$ cat config.mk
export PLATFORM = sky130hd
export DESIGN_NAME = tl_errflag_map
export DESIGN_NICKNAME = d
export VERILOG_FILES = /design/src/rtl/tlem_pkg.sv /design/src/rtl/tlem_c_decode.sv /design/src/rtl/tlem_meta_wr.sv /design/src/rtl/tlem_d_resp.sv /design/src/rtl/tl_errflag_map.sv
export SDC_FILE = /design/constraint.sdc
export NUM_CORES = 1
export LEC_CHECK = 0
export CORE_AREA = 2 2 50 52
export CTS_BUF_LIST = sky130_fd_sc_hd__clkbuf_4 sky130_fd_sc_hd__clkbuf_8
export DETAILED_ROUTE_END_ITERATION = 6
export DIE_AREA = 0 0 52 54
export HOLD_SLACK_MARGIN = 0.1
export PLACE_DENSITY = 0.8
export REMOVE_ABC_BUFFERS = 1
export SYNTH_ARGS = -nofsm -noshare
export SYNTH_HDL_FRONTEND = slang
export SYNTH_HIERARCHICAL = 1
export SYNTH_SLANG_ARGS = --single-unit
$ cat constraint.sdc
create_clock -name clk -period 1.8 [get_ports clk]
set_input_delay 0.36 -clock clk [delete_from_list [all_inputs] [get_ports clk]]
set_output_delay 0.36 -clock clk [all_outputs]
set_load 0.02 [all_outputs]
$ cat src/rtl/tlem_pkg.sv
package tlem_pkg;
   localparam int OP_W = 3;

   localparam logic [OP_W-1:0] OP_ACK_NODATA = 3'd4;
   localparam logic [OP_W-1:0] OP_ACK_DATA   = 3'd5;
   localparam logic [OP_W-1:0] OP_REL_NODATA = 3'd6;
   localparam logic [OP_W-1:0] OP_REL_DATA   = 3'd7;

   typedef struct packed {
      logic tag_err;
      logic data_err;
   } err_bits_t;
endpackage

$ cat src/rtl/tlem_c_decode.sv
module tlem_c_decode
   import tlem_pkg::*;
(
   input  logic [OP_W-1:0] opcode,
   input  logic            corrupt,
   output err_bits_t       flags
);
   logic carries_data;
   logic dataless_resp;

   always_comb begin
      carries_data  = (opcode == OP_ACK_DATA)   || (opcode == OP_REL_DATA);
      dataless_resp = (opcode == OP_ACK_NODATA) || (opcode == OP_REL_NODATA);
      flags.data_err = corrupt && carries_data;
      flags.tag_err  = corrupt && dataless_resp;
   end
endmodule

$ cat src/rtl/tlem_meta_wr.sv
module tlem_meta_wr
   import tlem_pkg::*;
#(
   parameter int IDX_W = 6
) (
   input  logic             clk,
   input  logic             rst_n,
   input  logic             c_valid,
   input  logic [OP_W-1:0]  c_opcode,
   input  logic             c_corrupt,
   input  logic [IDX_W-1:0] c_idx,
   input  logic             fill_valid,
   output logic             fill_ready,
   input  logic             fill_denied,
   input  logic             fill_corrupt,
   input  logic [IDX_W-1:0] fill_idx,
   output logic             meta_wr_valid,
   output logic [IDX_W-1:0] meta_wr_idx,
   output logic             meta_wr_tag_err,
   output logic             meta_wr_data_err
);
   err_bits_t        c_flags;
   err_bits_t        sel_flags;
   logic [IDX_W-1:0] sel_idx;
   logic             take_fill;

   tlem_c_decode u_dec (
      .opcode  (c_opcode),
      .corrupt (c_corrupt),
      .flags   (c_flags)
   );

   always_comb begin
      fill_ready = !c_valid;
      take_fill  = fill_valid && !c_valid;
      if (c_valid) begin
         sel_flags = c_flags;
         sel_idx   = c_idx;
      end else begin
         sel_flags.tag_err  = fill_denied;
         sel_flags.data_err = fill_corrupt;
         sel_idx            = fill_idx;
      end
   end

   always_ff @(posedge clk) begin
      if (!rst_n) begin
         meta_wr_valid    <= 1'b0;
         meta_wr_idx      <= '0;
         meta_wr_tag_err  <= 1'b0;
         meta_wr_data_err <= 1'b0;
      end else begin
         meta_wr_valid <= c_valid || take_fill;
         if (c_valid || take_fill) begin
            meta_wr_idx      <= sel_idx;
            meta_wr_tag_err  <= sel_flags.tag_err;
            meta_wr_data_err <= sel_flags.data_err;
         end
      end
   end

   p_data_op_err_r1: assert property (@(posedge clk) disable iff (!rst_n)
      (c_valid && c_corrupt && (c_opcode == OP_ACK_DATA || c_opcode == OP_REL_DATA))
      |=> (meta_wr_valid && meta_wr_data_err && !meta_wr_tag_err));

   p_nodata_op_err_r2: assert property (@(posedge clk) disable iff (!rst_n)
      (c_valid && c_corrupt && (c_opcode == OP_ACK_NODATA || c_opcode == OP_REL_NODATA))
      |=> (meta_wr_valid && meta_wr_tag_err && !meta_wr_data_err));

   p_clean_msg_r3: assert property (@(posedge clk) disable iff (!rst_n)
      (c_valid && !c_corrupt) |=> (meta_wr_valid && !meta_wr_tag_err && !meta_wr_data_err));

   p_fill_stall_r5: assert property (@(posedge clk) disable iff (!rst_n)
      c_valid |-> !fill_ready);

   p_one_write_r5: assert property (@(posedge clk) disable iff (!rst_n)
      (!c_valid && !fill_valid) |=> !meta_wr_valid);
endmodule

$ cat src/rtl/tlem_d_resp.sv
module tlem_d_resp #(
   parameter int IDX_W   = 6,
   parameter bit OUT_REG = 1'b1
) (
   input  logic             clk,
   input  logic             rst_n,
   input  logic             rsp_valid,
   output logic             rsp_ready,
   input  logic             rsp_has_data,
   input  logic [IDX_W-1:0] rsp_idx,
   input  logic             ecc_tag_err,
   input  logic             ecc_data_err,
   input  logic             meta_tag_err,
   input  logic             meta_data_err,
   output logic             d_valid,
   input  logic             d_ready,
   output logic             d_has_data,
   output logic [IDX_W-1:0] d_idx,
   output logic             d_denied,
   output logic             d_corrupt,
   output logic             d_hold_copy
);
   logic any_err;
   logic nx_denied;
   logic nx_corrupt;
   logic nx_hold;

   always_comb begin
      any_err    = ecc_tag_err || ecc_data_err || meta_tag_err || meta_data_err;
      nx_denied  = any_err;
      nx_corrupt = rsp_has_data && any_err;
      nx_hold    = rsp_has_data && !any_err;
   end

   generate
      if (OUT_REG) begin : g_reg
         logic             q_valid;
         logic             q_has_data;
         logic [IDX_W-1:0] q_idx;
         logic             q_denied;
         logic             q_corrupt;
         logic             q_hold;
         logic             load;

         assign load = !q_valid || d_ready;

         always_ff @(posedge clk) begin
            if (!rst_n) begin
               q_valid    <= 1'b0;
               q_has_data <= 1'b0;
               q_idx      <= '0;
               q_denied   <= 1'b0;
               q_corrupt  <= 1'b0;
               q_hold     <= 1'b0;
            end else if (load) begin
               q_valid <= rsp_valid;
               if (rsp_valid) begin
                  q_has_data <= rsp_has_data;
                  q_idx      <= rsp_idx;
                  q_denied   <= nx_denied;
                  q_corrupt  <= nx_corrupt;
                  q_hold     <= nx_hold;
               end
            end
         end

         assign rsp_ready   = load;
         assign d_valid     = q_valid;
         assign d_has_data  = q_has_data;
         assign d_idx       = q_idx;
         assign d_denied    = q_denied;
         assign d_corrupt   = q_corrupt;
         assign d_hold_copy = q_hold;

         p_tag_ecc_both_r6: assert property (@(posedge clk) disable iff (!rst_n)
            (rsp_valid && rsp_ready && rsp_has_data && ecc_tag_err)
            |=> (d_valid && d_denied && d_corrupt));

         p_stall_stable_r9: assert property (@(posedge clk) disable iff (!rst_n)
            (d_valid && !d_ready)
            |=> (d_valid && $stable(d_denied) && $stable(d_corrupt)
                 && $stable(d_idx) && $stable(d_hold_copy)));
      end else begin : g_comb
         logic unused_clk;
         assign unused_clk  = clk ^ rst_n;
         assign rsp_ready   = d_ready;
         assign d_valid     = rsp_valid;
         assign d_has_data  = rsp_has_data;
         assign d_idx       = rsp_idx;
         assign d_denied    = nx_denied;
         assign d_corrupt   = nx_corrupt;
         assign d_hold_copy = nx_hold;
      end
   endgenerate

   p_denied_corrupt_r6: assert property (@(posedge clk) disable iff (!rst_n)
      (d_valid && d_has_data && d_denied) |-> d_corrupt);

   p_nodata_clean_r7: assert property (@(posedge clk) disable iff (!rst_n)
      (d_valid && !d_has_data) |-> !d_corrupt);

   p_hold_clean_r8: assert property (@(posedge clk) disable iff (!rst_n)
      (d_valid && d_hold_copy) |-> (!d_denied && d_has_data));
endmodule

$ cat src/rtl/tl_errflag_map.sv
module tl_errflag_map
   import tlem_pkg::*;
#(
   parameter int IDX_W   = 6,
   parameter bit OUT_REG = 1'b1
) (
   input  logic             clk,
   input  logic             rst_n,
   input  logic             c_valid,
   input  logic [2:0]       c_opcode,
   input  logic             c_corrupt,
   input  logic [IDX_W-1:0] c_idx,
   input  logic             fill_valid,
   output logic             fill_ready,
   input  logic             fill_denied,
   input  logic             fill_corrupt,
   input  logic [IDX_W-1:0] fill_idx,
   output logic             meta_wr_valid,
   output logic [IDX_W-1:0] meta_wr_idx,
   output logic             meta_wr_tag_err,
   output logic             meta_wr_data_err,
   input  logic             rsp_valid,
   output logic             rsp_ready,
   input  logic             rsp_has_data,
   input  logic [IDX_W-1:0] rsp_idx,
   input  logic             ecc_tag_err,
   input  logic             ecc_data_err,
   input  logic             meta_tag_err,
   input  logic             meta_data_err,
   output logic             d_valid,
   input  logic             d_ready,
   output logic             d_has_data,
   output logic [IDX_W-1:0] d_idx,
   output logic             d_denied,
   output logic             d_corrupt,
   output logic             d_hold_copy
);
   generate
      if (IDX_W < 1 || IDX_W > 32) begin : g_bad_idx
         $error("IDX_W must lie in 1..32");
      end
      if (OP_W != 3) begin : g_bad_op
         $error("opcode width must be 3");
      end
   endgenerate

   tlem_meta_wr #(.IDX_W(IDX_W)) u_meta (
      .clk              (clk),
      .rst_n            (rst_n),
      .c_valid          (c_valid),
      .c_opcode         (c_opcode),
      .c_corrupt        (c_corrupt),
      .c_idx            (c_idx),
      .fill_valid       (fill_valid),
      .fill_ready       (fill_ready),
      .fill_denied      (fill_denied),
      .fill_corrupt     (fill_corrupt),
      .fill_idx         (fill_idx),
      .meta_wr_valid    (meta_wr_valid),
      .meta_wr_idx      (meta_wr_idx),
      .meta_wr_tag_err  (meta_wr_tag_err),
      .meta_wr_data_err (meta_wr_data_err)
   );

   tlem_d_resp #(.IDX_W(IDX_W), .OUT_REG(OUT_REG)) u_resp (
      .clk           (clk),
      .rst_n         (rst_n),
      .rsp_valid     (rsp_valid),
      .rsp_ready     (rsp_ready),
      .rsp_has_data  (rsp_has_data),
      .rsp_idx       (rsp_idx),
      .ecc_tag_err   (ecc_tag_err),
      .ecc_data_err  (ecc_data_err),
      .meta_tag_err  (meta_tag_err),
      .meta_data_err (meta_data_err),
      .d_valid       (d_valid),
      .d_ready       (d_ready),
      .d_has_data    (d_has_data),
      .d_idx         (d_idx),
      .d_denied      (d_denied),
      .d_corrupt     (d_corrupt),
      .d_hold_copy   (d_hold_copy)
   );

   p_reset_idle_r10: assert property (@(posedge clk)
      !rst_n |=> (!d_valid && !meta_wr_valid));
endmodule

# After elaboration in Yosys (flattened, before gate mapping)
# Cells that the tools add are included.
[word_totals] elab_cells=32 in_bits=35 ram_bits=0 out_inout_bits=22 latchBits=0 regBits=20 mem_bits_ro=0 memories=0
[classes] addsub=0 mux=2 reduce_logical=16 div=0 eq_ne=4 n_bitwise=0 shifts=0 multipliers=0 order_cmp=0
[op_table] op="$eq A3 B3 Y1 const B" n=4
[op_table] op="$logic_or A1 B1 Y1" n=7
[op_table] op="$mux W6" n=1
[op_table] op="$logic_and A1 B1 Y1" n=5
[op_table] op="$logic_not A1 Y1" n=3
[op_table] op="$mux W2" n=1
[op_table] op="$reduce_and A2 Y1" n=1

# Logic depth before layout (Yosys ltp)
[depth] ltp_word=5 mapped_depth=5 ltp_nobuf=4

# Modules after synthesis
# Netlist, hierarchy kept.
[by_module_without_submodules] module="tlem_d_resp" area_per_inst_um2=432.9 cells_each=49 n_inst=1 seq_area_each_um2=220.2
[by_module_without_submodules] module="tlem_meta_wr" area_per_inst_um2=401.6 cells_each=39 n_inst=1 seq_area_each_um2=180.2
[by_module_without_submodules] module="tlem_c_decode" area_per_inst_um2=16.3 cells_each=2 n_inst=1 seq_area_each_um2=0.0

# Worst setup path after synthesis
# OpenSTA, ideal clock, no wires.
[synth_timing] path_kind="flip-flop to flip-flop" from="register u_resp.g_reg.q_valid, in the netlist u_resp/d_valid" to="register u_resp.g_reg.q_corrupt, in the netlist u_resp/d_corrupt" period_less_slack_ns=1.235 setup_time_ns=0.069 t_arrival_ns=1.166 required_ns=1.731 slack_ns=0.565 path_stages_with_launch=5 n_path_buf=1 cell_sequence="dfxtp_1 nor2b_4 buf_6 or4_1 o21ai_1"
[synth_between] elab_chain_len=3
[synth_rtl] item="from (decl)" line="tlem_d_resp.sv:37" source="logic q_valid;"
[synth_rtl] item="from (signal assigned)" line="tlem_d_resp.sv:56" source="q_valid <= rsp_valid;"
[synth_rtl] item="$logic_not A1 Y1" line="tlem_d_resp.sv:45" source="assign load = !q_valid || d_ready;"
[synth_rtl] item="$logic_or A1 B1 Y1" line="tlem_d_resp.sv:45"
[synth_rtl] item="$reduce_and A2 Y1 (no line)"
[synth_rtl] item="to (signal assigned)" line="tlem_d_resp.sv:61" source="q_corrupt <= nx_corrupt;"
[synth_rtl] item="to (decl)" line="tlem_d_resp.sv:41" source="logic q_corrupt;"
# Every way passes these cells.
# A chain may end at the register's enable or synchronous reset.

# Worst setup path after layout
[layout_timing] from="input d_ready" to="output rsp_ready"
[layout_between] elab_chain_len=1
[layout_rtl] item="from (decl)" line="tl_errflag_map.sv:31" source="input logic d_ready,"
[layout_rtl] item="$logic_or A1 B1 Y1" line="tlem_d_resp.sv:45"
[layout_rtl] item="to (decl)" line="tl_errflag_map.sv:23" source="output logic rsp_ready,"
# Every way passes these cells.

==> metrics.txt <==
outcome finished clean; Seq/Total Area, Yosys 47.1%; library cells used by synthesis 22; worst reg2reg path depth 4; Tcrit/Tclk final 91.6%; initial core utilization between 30% and 40%; Top FF cell, synth dfxtp_1; CTS tree done; first-pass GRT wire length between 3 and 4 mm; mapped cell area around 850 µm²; Final nets between 150 and 200; Required @ worst endpoint approximately 1.4 ns; Hold Fails Final Rpt 0; Remaining DRCs 0; Placer Congestion 0.763; setup bufs post-CTS 0; count leader, synth dfxtp_1; Startpoint Class input pin; total clock buffers created by CTS 3; Rel. slew slack between 70% and 80%; LEAKAGE 0.602 nW; Antenna diodes 0; final WL between 2 and 2.5 mm; CTS HTree Levels 1; Site Rows 18; synthesized instance count 90; Worst EP arrival roughly 1.3 ns; clk_skew 0.000347 ns; die height about 54 µm; Slew Limit Fails 0; Yosys top cell area share a little under half; I/O Pins between 50 and 60; remaining global-route overflow 0; CTS Buffer Depth 2; Simple-Gate Fraction of Synth Area 18.4%; #FFs+latches synth 20; Wirelength per Cell approximately 13 µm; synthesized area per cell 9.45 µm²; EDFF count, synth 0; critical setup path kind in -> out; CP Capture Type output port; Worst Hold Class reg -> reg; slew at the pin closest to its max-slew limit ~0.35 ns; hold_ws 0.476 ns; max-cap viol count 0; Core Area roughly 2300 µm²; Final Power between 0.001 and 0.0015 W; WHS Path Cells 2; Layout area overhead 77.5%; adder-cell area share of the yosys netlist 0%; Compound-Gate Fraction of Synth Area between 10% and 20%; Area contributors post-synth dfxtp_1 (47%), mux2i_1 (9.4%), a211oi_1 (7.1%); setup violators final 0; PwrDens around 740 nW/µm²; port bufs between 50 and 60; Crit Path Max Fanout 2; clock-pin slew on the worst setup and hold paths approximately 0.12 ns; maximum clock frequency a little over 600 MHz; TritonRoute pass-1 iters 4; Iter 0 DRT Violations 15; routed vias/inst 4.72; Synth area leader dfxtp_1; ANT nets after route 0; layout cells sized above 1 11.1%; largest family of logic cells by synthesized area compound AO/OA/AOI/OAI gates; initial antenna violation count 0; Die X 52 µm; largest net degree at the start of global routing 13; Total GRT Usage 17.4%; Syn. warnings 6; multiplexer area fraction after synthesis a little under a tenth; Synth async-reset ratio 0%; RSZ-0062 raised after global routing no; Total Die Area 2810 µm²; Peak supply drop about 0.00063 V; dpl hpwl ~1.9 mm; XOR/XNOR Fraction of Synth Area 0%; vias in the first global route between 800 and 900; clock root cell clkbuf_4; clk_lat worst skew approximately 0.30 ns; min Tclk post-route 1.65 ns; TritonCTS sink count 20; via count 863
## per-layer routing
metal	wire length, µm	part of all wire [%]	GRT usage [%]	vias to the layer above
met3	45	1.9	0.833	2
met5	0	0	0	-
li1	-	-	-	448
met1	954	41	20.2	401
met4	11	0.47	6.58	0
met2	1340	57	33.5	12
## timing repair
| item | CTS | global route |
|---|---|---|
| resized for setup | 2 | 0 |
| hold buffers | 0 | 0 |
| endpoints found under the setup margin | 2 | 0 |
## stage by stage
| step | worst slack [ns] | cell area (µm²) | cells | TNS, ns | utilization, % |
|---|---|---|---|---|---|
| finish | 0.151 | 1510 | 183 | 0 | 65.1 |
| global route | 0.0976 | 1510 | 183 | 0 | 65.1 |
| detailed placement | -0.118 | 1460 | 179 | -0.130 | 62.9 |
| global placement | -0.112 | 1460 | 179 | -0.112 | 62.9 |
| CTS | 0.141 | 1510 | 183 | 0 | 65.1 |
| floorplan | 0.643 | 812 | 86 | 0 | - |
## layout by cell type, fill, tap and decap left out, types with 2 or more instances in the layout
cell type,synthesis,routed
dfxtp_1,20,20
nand3_1,8,8
o21ai_0,7,7
dlygate4sd2_1,0,2
inv_2,3,3
mux2i_1,8,8
nor2_1,3,3
clkbuf_4,0,3
nand2_1,3,3
nor2b_1,8,8
a21oi_1,8,8
clkdlybuf4s50_1,0,53
a211oi_1,8,8
buf_4,0,8
## power by group
part           switching [W]  internal, W  total [W]  leakage [nW]
registers          0.0000128     0.000471   0.000484         0.166
logic               0.000112     0.000154   0.000266         0.408
clock network       0.000138     0.000225   0.000362        0.0279
## worst paths after layout
path / slack (ns) / startpoint / to
worst min-delay path: 0.48 / u_resp/d_corrupt / u_resp/d_corrupt
worst min register to register: 0.48 / u_resp/d_corrupt / u_resp/d_corrupt
worst max register to register: 0.52 / u_resp/d_valid / u_resp/d_corrupt
worst max-delay path: 0.15 / d_ready / rsp_ready
## cell type report
type / count / area (µm²)
clock inverters: 1 / 30.0
flip-flops and latches: 20 / 400
repair buffers: 63 / 608
well taps: 30 / 37.5
clock buffers: 3 / 22.5
multi-input cells: 61 / 393
fillers: 197 / 810
inverters: 5 / 18.8
## critical path: stages
cell             delay (ns)
clkdlybuf4s50_1        0.44
nor2b_4                0.13
inv_2                  0.04
dlygate4sd2_1          0.31
## logic make-up after synthesis
| family | after synthesis |
|---|---|
| buffers and inverters | 9 |
| AO/OA/AOI/OAI | 26 |
| flip-flops | 20 |
| AND/OR/NAND/NOR | 27 |
| multiplexers | 8 |
Note: power is estimated with default switching activity, not from simulation.
